[config.mk]
export PLATFORM = sky130hd
export DESIGN_NAME = cpu_clkctl
export DESIGN_NICKNAME = d
export VERILOG_FILES = /design/src/rtl/cpu_clkctl_pkg.sv /design/src/rtl/cpu_clkctl_regs.sv /design/src/rtl/cpu_clkctl_div.sv /design/src/rtl/cpu_clkctl_seq.sv /design/src/rtl/cpu_clkctl.sv
export SDC_FILE = /design/constraint.sdc
export NUM_CORES = 1
export LEC_CHECK = 0
export ABC_AREA = 1
export CORE_ASPECT_RATIO = 0.6
export CORE_MARGIN = 2
export CORE_UTILIZATION = 35
export DETAILED_ROUTE_END_ITERATION = 8
export PLACE_DENSITY = 0.57
export SKIP_CTS_REPAIR_TIMING = 1
export SYNTH_ARGS = -nofsm -noshare
export SYNTH_HDL_FRONTEND = slang
export SYNTH_SLANG_ARGS = --single-unit
[constraint.sdc]
create_clock -name clk -period 4.75 [get_ports clk]
set_input_delay 0.7125 -clock clk [delete_from_list [all_inputs] [get_ports clk]]
set_output_delay 0.7125 -clock clk [all_outputs]
set_load 0.005 [all_outputs]
[src/rtl/cpu_clkctl_pkg.sv]
package cpu_clkctl_pkg;

    typedef enum logic [1:0] {
        MODE_RUN  = 2'd0,
        MODE_HALT = 2'd1,
        MODE_STOP = 2'd2,
        MODE_WAIT = 2'd3
    } mode_e;

    localparam logic [1:0] SPD_FAST = 2'b11;
    localparam logic [1:0] SPD_MID  = 2'b10;

    localparam logic [3:0] SRC_KEEP_MASK = 4'b1001;

endpackage

[src/rtl/cpu_clkctl_regs.sv]
module cpu_clkctl_regs
    import cpu_clkctl_pkg::*;
(
    input  logic       clk,
    input  logic       rst_n,
    input  logic       spd_we,
    input  logic [3:0] spd_wdata,
    input  logic       src_we,
    input  logic [3:0] src_wdata,
    input  logic       stop_take,
    output logic [3:0] spd_q,
    output logic [3:0] src_q
);

    typedef struct packed {
        logic [3:0] spd;
        logic [3:0] src;
    } regs_t;

    regs_t r_d, r_q;

    always_comb begin
        r_d = r_q;
        if (spd_we) begin
            r_d.spd = spd_wdata;
        end
        if (src_we) begin
            r_d.src = src_wdata & SRC_KEEP_MASK;
        end
        if (stop_take) begin
            r_d.spd[1:0] = 2'b00;
        end
    end

    always_ff @(posedge clk or negedge rst_n) begin
        if (!rst_n) begin
            r_q <= '0;
        end else begin
            r_q <= r_d;
        end
    end

    assign spd_q = r_q.spd;
    assign src_q = r_q.src;

    // entering STOP leaves the two low speed bits cleared
    p_stop_clears_spd_r7: assert property (@(posedge clk) disable iff (!rst_n)
        stop_take |=> (spd_q[1:0] == 2'b00));

    // the speed register only moves on a write or a STOP entry
    p_spd_hold_r3: assert property (@(posedge clk) disable iff (!rst_n)
        (!spd_we && !stop_take) |=> $stable(spd_q));

endmodule

[src/rtl/cpu_clkctl_div.sv]
module cpu_clkctl_div
    import cpu_clkctl_pkg::*;
#(
    parameter int MAIN_FAST = 4,
    parameter int MAIN_MID  = 8,
    parameter int MAIN_SLOW = 64,
    parameter int SUB_DIV   = 4
) (
    input  logic       clk,
    input  logic       rst_n,
    input  logic       run,
    input  logic       main_tick,
    input  logic       sub_tick,
    input  logic [1:0] spd_lo,
    input  logic       src_sel,
    output logic       cyc,
    output logic       act_sub
);

    localparam int MAX_AB  = (MAIN_FAST > MAIN_MID) ? MAIN_FAST : MAIN_MID;
    localparam int MAX_CD  = (MAIN_SLOW > SUB_DIV) ? MAIN_SLOW : SUB_DIV;
    localparam int MAX_LEN = (MAX_AB > MAX_CD) ? MAX_AB : MAX_CD;
    localparam int CNT_W   = (MAX_LEN > 2) ? $clog2(MAX_LEN) : 1;

    typedef struct packed {
        logic [CNT_W-1:0] cnt;
        logic             sub;
        logic [1:0]       spd;
        logic             cyc;
    } div_t;

    div_t s_d, s_q;

    function automatic logic [CNT_W-1:0] last_of(input logic sub, input logic [1:0] spd);
        if (sub) begin
            return CNT_W'(SUB_DIV - 1);
        end
        case (spd)
            SPD_FAST: return CNT_W'(MAIN_FAST - 1);
            SPD_MID:  return CNT_W'(MAIN_MID - 1);
            default:  return CNT_W'(MAIN_SLOW - 1);
        endcase
    endfunction

    logic             tick_sel;
    logic [CNT_W-1:0] last_cnt;

    always_comb begin
        tick_sel = s_q.sub ? sub_tick : main_tick;
        last_cnt = last_of(s_q.sub, s_q.spd);
        s_d      = s_q;
        s_d.cyc  = 1'b0;
        if (!run) begin
            s_d.cnt = '0;
            s_d.sub = src_sel;
            s_d.spd = spd_lo;
        end else if (tick_sel) begin
            if (s_q.cnt == last_cnt) begin
                s_d.cyc = 1'b1;
                s_d.cnt = '0;
                s_d.sub = src_sel;
                s_d.spd = spd_lo;
            end else begin
                s_d.cnt = s_q.cnt + 1'b1;
            end
        end
    end

    always_ff @(posedge clk or negedge rst_n) begin
        if (!rst_n) begin
            s_q <= '0;
        end else begin
            s_q <= s_d;
        end
    end

    assign cyc     = s_q.cyc;
    assign act_sub = s_q.sub;

    // a cycle pulse only follows a clock spent in RUN
    p_cyc_in_run_r12: assert property (@(posedge clk) disable iff (!rst_n)
        cyc |-> $past(run));

    // the pulse is one clock wide
    p_cyc_single_r12: assert property (@(posedge clk) disable iff (!rst_n)
        cyc |=> !cyc);

    // while running, the source only changes at a cycle boundary
    p_switch_at_edge_r5: assert property (@(posedge clk) disable iff (!rst_n)
        ($past(run) && (act_sub != $past(act_sub))) |-> cyc);

endmodule

[src/rtl/cpu_clkctl_seq.sv]
module cpu_clkctl_seq
    import cpu_clkctl_pkg::*;
#(
    parameter int SETTLE_LOG2 = 17
) (
    input  logic  clk,
    input  logic  rst_n,
    input  logic  main_tick,
    input  logic  halt_req,
    input  logic  stop_req,
    input  logic  wake,
    input  logic  act_sub,
    output mode_e mode,
    output logic  stop_take
);

    typedef struct packed {
        mode_e                  mode;
        logic [SETTLE_LOG2-1:0] wcnt;
    } seq_t;

    seq_t s_d, s_q;

    always_comb begin
        s_d       = s_q;
        stop_take = (s_q.mode == MODE_RUN) && stop_req && !act_sub;
        case (s_q.mode)
            MODE_RUN: begin
                if (stop_take) begin
                    s_d.mode = MODE_STOP;
                end else if (halt_req) begin
                    s_d.mode = MODE_HALT;
                end
            end
            MODE_HALT: begin
                if (wake) begin
                    s_d.mode = MODE_RUN;
                end
            end
            MODE_STOP: begin
                if (wake) begin
                    s_d.mode = MODE_WAIT;
                    s_d.wcnt = '0;
                end
            end
            default: begin
                if (main_tick) begin
                    if (&s_q.wcnt) begin
                        s_d.mode = MODE_RUN;
                        s_d.wcnt = '0;
                    end else begin
                        s_d.wcnt = s_q.wcnt + 1'b1;
                    end
                end
            end
        endcase
    end

    always_ff @(posedge clk or negedge rst_n) begin
        if (!rst_n) begin
            s_q.mode <= MODE_WAIT;
            s_q.wcnt <= '0;
        end else begin
            s_q <= s_d;
        end
    end

    assign mode = s_q.mode;

    // HALT is only left on a wake request
    p_halt_exit_r6: assert property (@(posedge clk) disable iff (!rst_n)
        (($past(s_q.mode) == MODE_HALT) && (s_q.mode != MODE_HALT)) |-> $past(wake));

    // STOP is only entered with the main clock active
    p_stop_entry_r7: assert property (@(posedge clk) disable iff (!rst_n)
        ((s_q.mode == MODE_STOP) && ($past(s_q.mode) != MODE_STOP)) |-> !$past(act_sub));

    // STOP always leaves through the settling wait
    p_stop_exit_r8: assert property (@(posedge clk) disable iff (!rst_n)
        (($past(s_q.mode) == MODE_STOP) && (s_q.mode != MODE_STOP)) |-> (s_q.mode == MODE_WAIT));

    // the settling count advances only on main ticks
    p_wait_advance_r2: assert property (@(posedge clk) disable iff (!rst_n)
        ((s_q.mode == MODE_WAIT) && ($past(s_q.mode) == MODE_WAIT) && (s_q.wcnt != $past(s_q.wcnt)))
        |-> $past(main_tick));

endmodule

[src/rtl/cpu_clkctl.sv]
module cpu_clkctl
    import cpu_clkctl_pkg::*;
#(
    parameter int MAIN_FAST   = 4,
    parameter int MAIN_MID    = 8,
    parameter int MAIN_SLOW   = 64,
    parameter int SUB_DIV     = 4,
    parameter int SETTLE_LOG2 = 17
) (
    input  logic        clk,
    input  logic        rst_n,
    input  logic        main_tick,
    input  logic        sub_tick,
    input  logic        spd_we,
    input  logic [3:0]  spd_wdata,
    input  logic        src_we,
    input  logic [3:0]  src_wdata,
    input  logic        halt_req,
    input  logic        stop_req,
    input  logic        wake,
    output logic        cpu_cyc,
    output logic        osc_off,
    output logic [10:0] status
);

    logic [3:0] spd_q;
    logic [3:0] src_q;
    logic       stop_take;
    logic       act_sub;
    mode_e      mode;

    cpu_clkctl_regs u_regs (
        .clk       (clk),
        .rst_n     (rst_n),
        .spd_we    (spd_we),
        .spd_wdata (spd_wdata),
        .src_we    (src_we),
        .src_wdata (src_wdata),
        .stop_take (stop_take),
        .spd_q     (spd_q),
        .src_q     (src_q)
    );

    cpu_clkctl_div #(
        .MAIN_FAST (MAIN_FAST),
        .MAIN_MID  (MAIN_MID),
        .MAIN_SLOW (MAIN_SLOW),
        .SUB_DIV   (SUB_DIV)
    ) u_div (
        .clk       (clk),
        .rst_n     (rst_n),
        .run       (mode == MODE_RUN),
        .main_tick (main_tick),
        .sub_tick  (sub_tick),
        .spd_lo    (spd_q[1:0]),
        .src_sel   (src_q[0]),
        .cyc       (cpu_cyc),
        .act_sub   (act_sub)
    );

    cpu_clkctl_seq #(
        .SETTLE_LOG2 (SETTLE_LOG2)
    ) u_seq (
        .clk       (clk),
        .rst_n     (rst_n),
        .main_tick (main_tick),
        .halt_req  (halt_req),
        .stop_req  (stop_req),
        .wake      (wake),
        .act_sub   (act_sub),
        .mode      (mode),
        .stop_take (stop_take)
    );

    assign osc_off = (mode == MODE_STOP) || (act_sub && src_q[3]);
    assign status  = {mode, act_sub, src_q, spd_q};

    // the main oscillator is only shut down in STOP or on the subsystem clock
    p_osc_off_src_r4: assert property (@(posedge clk) disable iff (!rst_n)
        (osc_off && (status[10:9] != 2'd2)) |-> status[8]);

endmodule

==> results_dict.tcl, run 1 <==
set metrics [dict create \
    status "finished clean" \
    min_path_cells 2 \
    clock.fmax_ghz 0.400 \
    critPathKind "reg2reg" \
    num_vias 1649 \
    syn_area_per_cell_um2 7.35 \
    startpoint_type "flip-flop" \
    cts.sinks 35 \
    pwr-share-seq_pct 43.5 \
    rsz0062_at_grt "false" \
    worstRegToRegCells 13 \
    p_per_area_nw_per_um2 419 \
    p_int_uw 618 \
    synth_top_area_share_pct 42.9 \
    place_area_um2 2210 \
    synth_area_leader_cell "dfrtp_1" \
    die_x_um 99.8 \
    tightest_slew_ns 0.583 \
    fin_skew_ns 0.00490 \
    fin_area_um2 2320 \
    fin_nets 308 \
    synthesis.area_um2 1930 \
    grt_pass1_wl_um 7500 \
    drv_cap 0 \
    min_period_ns 2.50 \
    required_ns 4.97 \
    grt.overflow.total 0 \
    antenna_cells 0 \
    ys_ff_latch 35 \
    clkPwrFrac_pct 25.3 \
    cp_data_arrival_time_ns 2.72 \
    peakVddDrop_uv 174 \
    slew_headroom_pct 61.0 \
    setup_viol 0 \
    grt_start_max_net_pins 36 \
    period_share_pct 52.6 \
    p_leak_uw 0.00111 \
    slew_viol_final 0 \
    insertion_delay_ns 0.29 \
    pwr-share-comb_pct 31.2 \
    portBuffers 25 \
    ios 30 \
    start_util_pct 37.2 \
    setup-tns-final_ns 0 \
    p_switching_uw 353 \
    routedWlPerCell_um 11.9 \
    core_um2 5180 \
    drt_iter0_drc 150 \
    worst_setup_path_end_kind "flip-flop" \
    ant_nets 0 \
    vias_per_cell 4.65 \
    dp_hpwl_um 3210 \
    syn-instance-count 262 \
    ys_top_cells_by_area "dfrtp_1 43%, nand2_1 14%, nor2_1 6.8%, inv_1 6.4%, nand3_1 4.7%" \
    ys_types 26 \
    syn_to_final_growth_pct 20.3 \
    grt_pass1_vias 1477 \
    swShare_pct 36.3 \
    drc 0 \
    drive_above_1_share_pct 6.92 \
    clockBufferDepth 2 \
    wl_um 4230 \
    cts_buffers 5 \
    dr.pass1.iters 4 \
    critPathMaxFanout 8 \
    die_height_um 61.5 \
    root_buffer "clkbuf_8" \
    yosysSeqAreaShare_pct 45.6 \
    grt_use_total_pct 16.2 \
    yosysWarnings 0 \
    power.total_uw 971 \
    final_util_pct 44.7 \
    gp_congestion 0.804 \
    rows 20 \
    cts_tree "yes" \
    finalHoldViolCount 0 \
    antenna_found_initial 0 \
    htree_levels 2 \
    hp-class "reg2reg" \
    die_area_um2 6130 \
    clk_pin_slew_ns 0.07 \
]
==> Yosys cell counts <==
| master | instances |
|---|---|
| and2_1 | 1 |
| xor2_1 | 2 |
| o21ai_1 | 2 |
| dfrtp_1 | 33 |
| nor2_1 | 35 |
| inv_2 | 2 |
| nand2_1 | 74 |
| o221ai_1 | 1 |
| nand4_1 | 1 |
| mux2_2 | 3 |
| nor2_2 | 3 |
| nand2_2 | 1 |
| conb_1 | 1 |
| nor3_1 | 4 |
| buf_4 | 7 |
| ha_1 | 3 |
| a31oi_1 | 2 |
| nand3_1 | 18 |
| o22a_1 | 1 |
| o21ai_0 | 14 |
| inv_1 | 33 |
| xnor2_1 | 1 |
| a21oi_1 | 15 |
| nand3b_1 | 2 |
| dfstp_2 | 2 |
| buf_2 | 1 |
==> path summary, 6_finish.rpt <==
| path | from | to | slack, ns |
|---|---|---|---|
| max in group asynchronous | rst_n | u_seq.mode[0] | 3.58 |
| min reg2reg | u_regs.spd_q[1] | u_div.s_q[2] | 0.50 |
| max | u_seq.s_q[0] | u_seq.s_q[7] | 2.25 |
| min in group asynchronous | rst_n | u_regs.src_q[3] | 0.82 |
| max reg2reg | u_seq.s_q[0] | u_seq.s_q[7] | 2.25 |
| min | u_regs.spd_q[1] | u_div.s_q[2] | 0.50 |
==> critical path, cell delays in order, from the launching register on <==
cell and delay (ns):
dfrtp_1 0.42, ha_1 0.24, nand2_1 0.13, nor2_1 0.10, nand2_1 0.11, inv_1 0.05
nand3b_1 0.11, nor3_1 0.07, ha_1 0.20, nor2_1 0.47, nor2_1 0.14, inv_1 0.18
nand2_1 0.09, a21oi_1 0.13
==> power groups by stage <==
stage	clock network (µW)	logic (µW)	registers (µW)
3_5_place_dp	0	306	426
2_1_floorplan	0	214	411
4_1_cts	254	306	421
5_1_grt	268	355	433
3_3_place_gp	0	300	424
6_report	246	303	422
==> kinds of logic (layout without fill, tap and decap cells) <==
group                      count (synthesis)  after routing  share of synthesized area [%]
adders and majority gates                  3              3                           1.95
other                                      1              2                          0.195
DFF                                       35             35                           45.6
xor gates and xnor gates                   3              3                           1.36
AOI/OAI and AO/OA                         35             35                           9.62
muxes                                      3              3                           1.75
buffers and inverters                     43             69                           9.81
and+or+nand+nor                          139            139                           29.7
==> layer usage <==
metal	vias up	global-route usage, %	share of wire, %	wire length, µm
met1	723	26.3	59	2500
met2	44	19.9	34	1420
met5	-	0	0	0
met4	0	5.87	1.4	61
met3	8	4.09	5.9	251
li1	874	-	-	-
==> state kept, by name, summed over array words and instances (netlist names) <==
name / cells
u_seq.s_q: 17
u_div.s_q: 8
u_regs.spd_q: 4
u_regs.src_q: 2
u_seq.mode: 2
u_div.act_sub: 1
u_div.cyc: 1
==> cell usage in the layout (no fill, tap or decap), drive strengths merged <==
cell / count
nand2: 75
nor2: 38
inv: 35
dfrtp: 33
clkdlybuf4s50: 25
nand3: 18
o21ai: 16
a21oi: 15
clkbuf: 7
nor3: 4
mux2: 3
ha: 3
nand3b: 2
a31oi: 2
xor2: 2
conb: 2
dfstp: 2
nand4: 1
and2: 1
xnor2: 1
o221ai: 1
o22a: 1
clkinvlp: 1
buf: 1
==> through the flow <==
| step | setup slack, ns | hold slack [ns] | std cells |
|---|---|---|---|
| after detailed placement | 2.30 | 0.485 | 347 |
| after floorplan | 2.81 | 0.417 | 263 |
| after CTS | 2.28 | 0.508 | 355 |
| after global routing | 1.97 | 0.534 | 355 |
| final | 2.25 | 0.503 | 355 |
| after global placement | 2.30 | 0.485 | 347 |
==> cell type report <==
type | count | area [µm²]
clock buffer | 7 | 96.3
clock inverter | 1 | 7.51
fill | 521 | 2860
inverter | 35 | 131
multi-input combinational | 185 | 862
sequential | 35 | 878
tap | 66 | 82.6
timing repair buffer | 26 | 258
No activity file was read; power rests on OpenSTA's default activity.
==> run 2, diff against run 1 <==
clock period = 2.6 ns   (was 4.75 ns; I/O delays follow)
==> run 2 against run 1 <==
Combinational power up 85%. Die area did not move. Register-to-register slack lost 1.9 ns. Sequential share of layout area down 0.28 points.
==> results_dict.tcl, run 2 (synthesized netlist as in run 1, its figures left out) <==
set metrics [dict create \
    cts_buffers 5 \
    cpMaxStageDelayCell "dfrtp_1" \
    clk_pin_slew_ns 0.07 \
    crit_family "simple AND/OR/NAND/NOR gates" \
    insertion_delay_ns 0.28 \
    dr.pass1.iters 5 \
    grt_pass1_wl_um 7180 \
    finalHoldViolCount 0 \
    setup_viol 0 \
    crit_chain "ha_1, nand2_1, nor2_1, nand2_1, inv_1, nand3b_1, nor3_1, ha_1, nor2_1, buf_4, nor2_1, inv_1, nand2_1, a21oi_1" \
    min_path_cells 2 \
    peakVddDrop_uv 346 \
    routedWlPerCell_um 11.9 \
    p_per_area_nw_per_um2 774 \
    drive_above_1_share_pct 6.87 \
    worst_setup_path_end_kind "flip-flop" \
    r2r_start "u_seq.s_q[1]" \
    ios 30 \
    antenna_cells 0 \
    die_height_um 61.5 \
    core_um2 5180 \
    rsz0062_at_grt "false" \
    clock.fmax_ghz 0.440 \
    cts_tree "yes" \
    period_share_pct 87.4 \
    fin_nets 310 \
    rows 20 \
    p_leak_uw 0.00112 \
    slew_viol_final 0 \
    vias_per_cell 4.66 \
    drv_cap 0 \
    wl_um 4250 \
    num_vias 1664 \
    grt_use_total_pct 15.4 \
    critPathBufInv 3 \
    start_util_pct 37.2 \
    regMostFlops "u_seq.s_q" \
    reg2reg_slack_ns 0.33 \
    cp_data_arrival_time_ns 2.44 \
    worstRegToRegCells 14 \
    hp-class "reg2reg" \
    layout_commonest_cell "nand2_1" \
    ant_nets 0 \
    status "finished clean" \
    fill_cells 520 \
    dp_hpwl_um 3260 \
    largest_register_ffs 17 \
    worst_path_largest_cell_delay_ns 0.39 \
    drc 0 \
    final_util_pct 45.0 \
    critPathMaxFanout 8 \
    final_cell_mix "74 x nand2_1, 35 x nor2_1, 33 x inv_1, 33 x dfrtp_1, 25 x clkdlybuf4s50_1" \
    root_buffer "clkbuf_8" \
    setup-tns-final_ns 0 \
    worst_hold_startpoint "u_regs.spd_q[1]" \
    syn_to_final_growth_pct 21.2 \
    fin_skew_ns 0.00997 \
    grt_pass1_vias 1472 \
    crit-reg2reg-capture "u_seq.s_q[11]" \
    grt_start_max_net_pins 36 \
    htree_levels 2 \
    antenna_found_initial 0 \
    required_ns 2.77 \
    cts.sinks 35 \
    critPathKind "reg2reg" \
    drt_iter0_drc 93 \
    clockBufferDepth 2 \
    min_period_ns 2.27 \
    startpoint_type "flip-flop" \
    die_area_um2 6130 \
    hold_path_end "u_div.s_q[2]" \
    die_x_um 99.8 \
    grt.overflow.total 0 \
    gp_congestion 0.794 \
    portBuffers 25 \
]
-- run 2: cell count changes in the layout (fill, tap and decap cells not counted) --
cell,delta
clkbuf_8,-2
clkbuf_1,+2
buf_4,+2
bufinv_16,+1
clkinvlp_4,-1
-- run 2: how the worst max path moves through the flow --
stage,end,slack (ns),cells after the start,startpoint
6_report,u_seq.s_q[11],0.33,14,u_seq.s_q[1]
3_3_place_gp,u_seq.s_q[11],0.37,14,u_seq.s_q[1]
3_5_place_dp,u_seq.s_q[11],0.34,14,u_seq.s_q[1]
4_1_cts,u_seq.s_q[11],0.32,14,u_seq.s_q[1]
2_1_floorplan,u_seq.s_q[11],0.66,13,u_seq.s_q[0]
5_1_grt,u_seq.s_q[11],0.07,14,u_seq.s_q[1]
-- run 2: power breakdown --
part	leakage [µW]	switching [µW]	internal [µW]
logic	0.000618	332	229
clock network	0.0000524	188	287
registers	0.000452	105	664
-- run 2: per-stage QoR --
step / std cells / hold WS (ns) / total power (µW) / worst slack [ns] / area, µm²
after floorplan: 263 / 0.0944 / 1140 / 0.663 / 1930
after global placement: 349 / 0.480 / 1330 / 0.375 / 2230
after detailed placement: 349 / 0.490 / 1340 / 0.340 / 2230
after CTS: 357 / 0.509 / 1830 / 0.319 / 2330
after global routing: 357 / 0.524 / 1950 / 0.0734 / 2330
final: 357 / 0.503 / 1810 / 0.328 / 2330
-- run 2: cell type report --
cell class                 count  area (µm²)  area share (%)
clock inverter                 1        30.0            1.29
inverter                      35         131            5.63
clock buffer                   7        76.3            3.27
tap                           66        82.6            3.54
sequential                    35         878            37.6
multi-input combinational    185         862            36.9
timing repair buffer          28         273            11.7
-- run 2: worst register-to-register path, cell delays in order (launching register included) --
cell and delay, ns:
dfrtp_1 0.39, ha_1 0.20, nand2_1 0.10, nor2_1 0.15, nand2_1 0.11, inv_1 0.07
nand3b_1 0.09, nor3_1 0.17, ha_1 0.21, nor2_1 0.05, buf_4 0.17, nor2_1 0.14
inv_1 0.12, nand2_1 0.11, a21oi_1 0.07
-- run 2: per-layer routing --
metal	GRT usage, %	up-vias	wire length (µm)	share of wire (%)
met4	4.11	0	14	0.33
met2	19.0	47	1410	33
met5	0	-	0	0
li1	-	876	-	-
met3	3.75	2	297	7.0
met1	25.6	739	2530	59
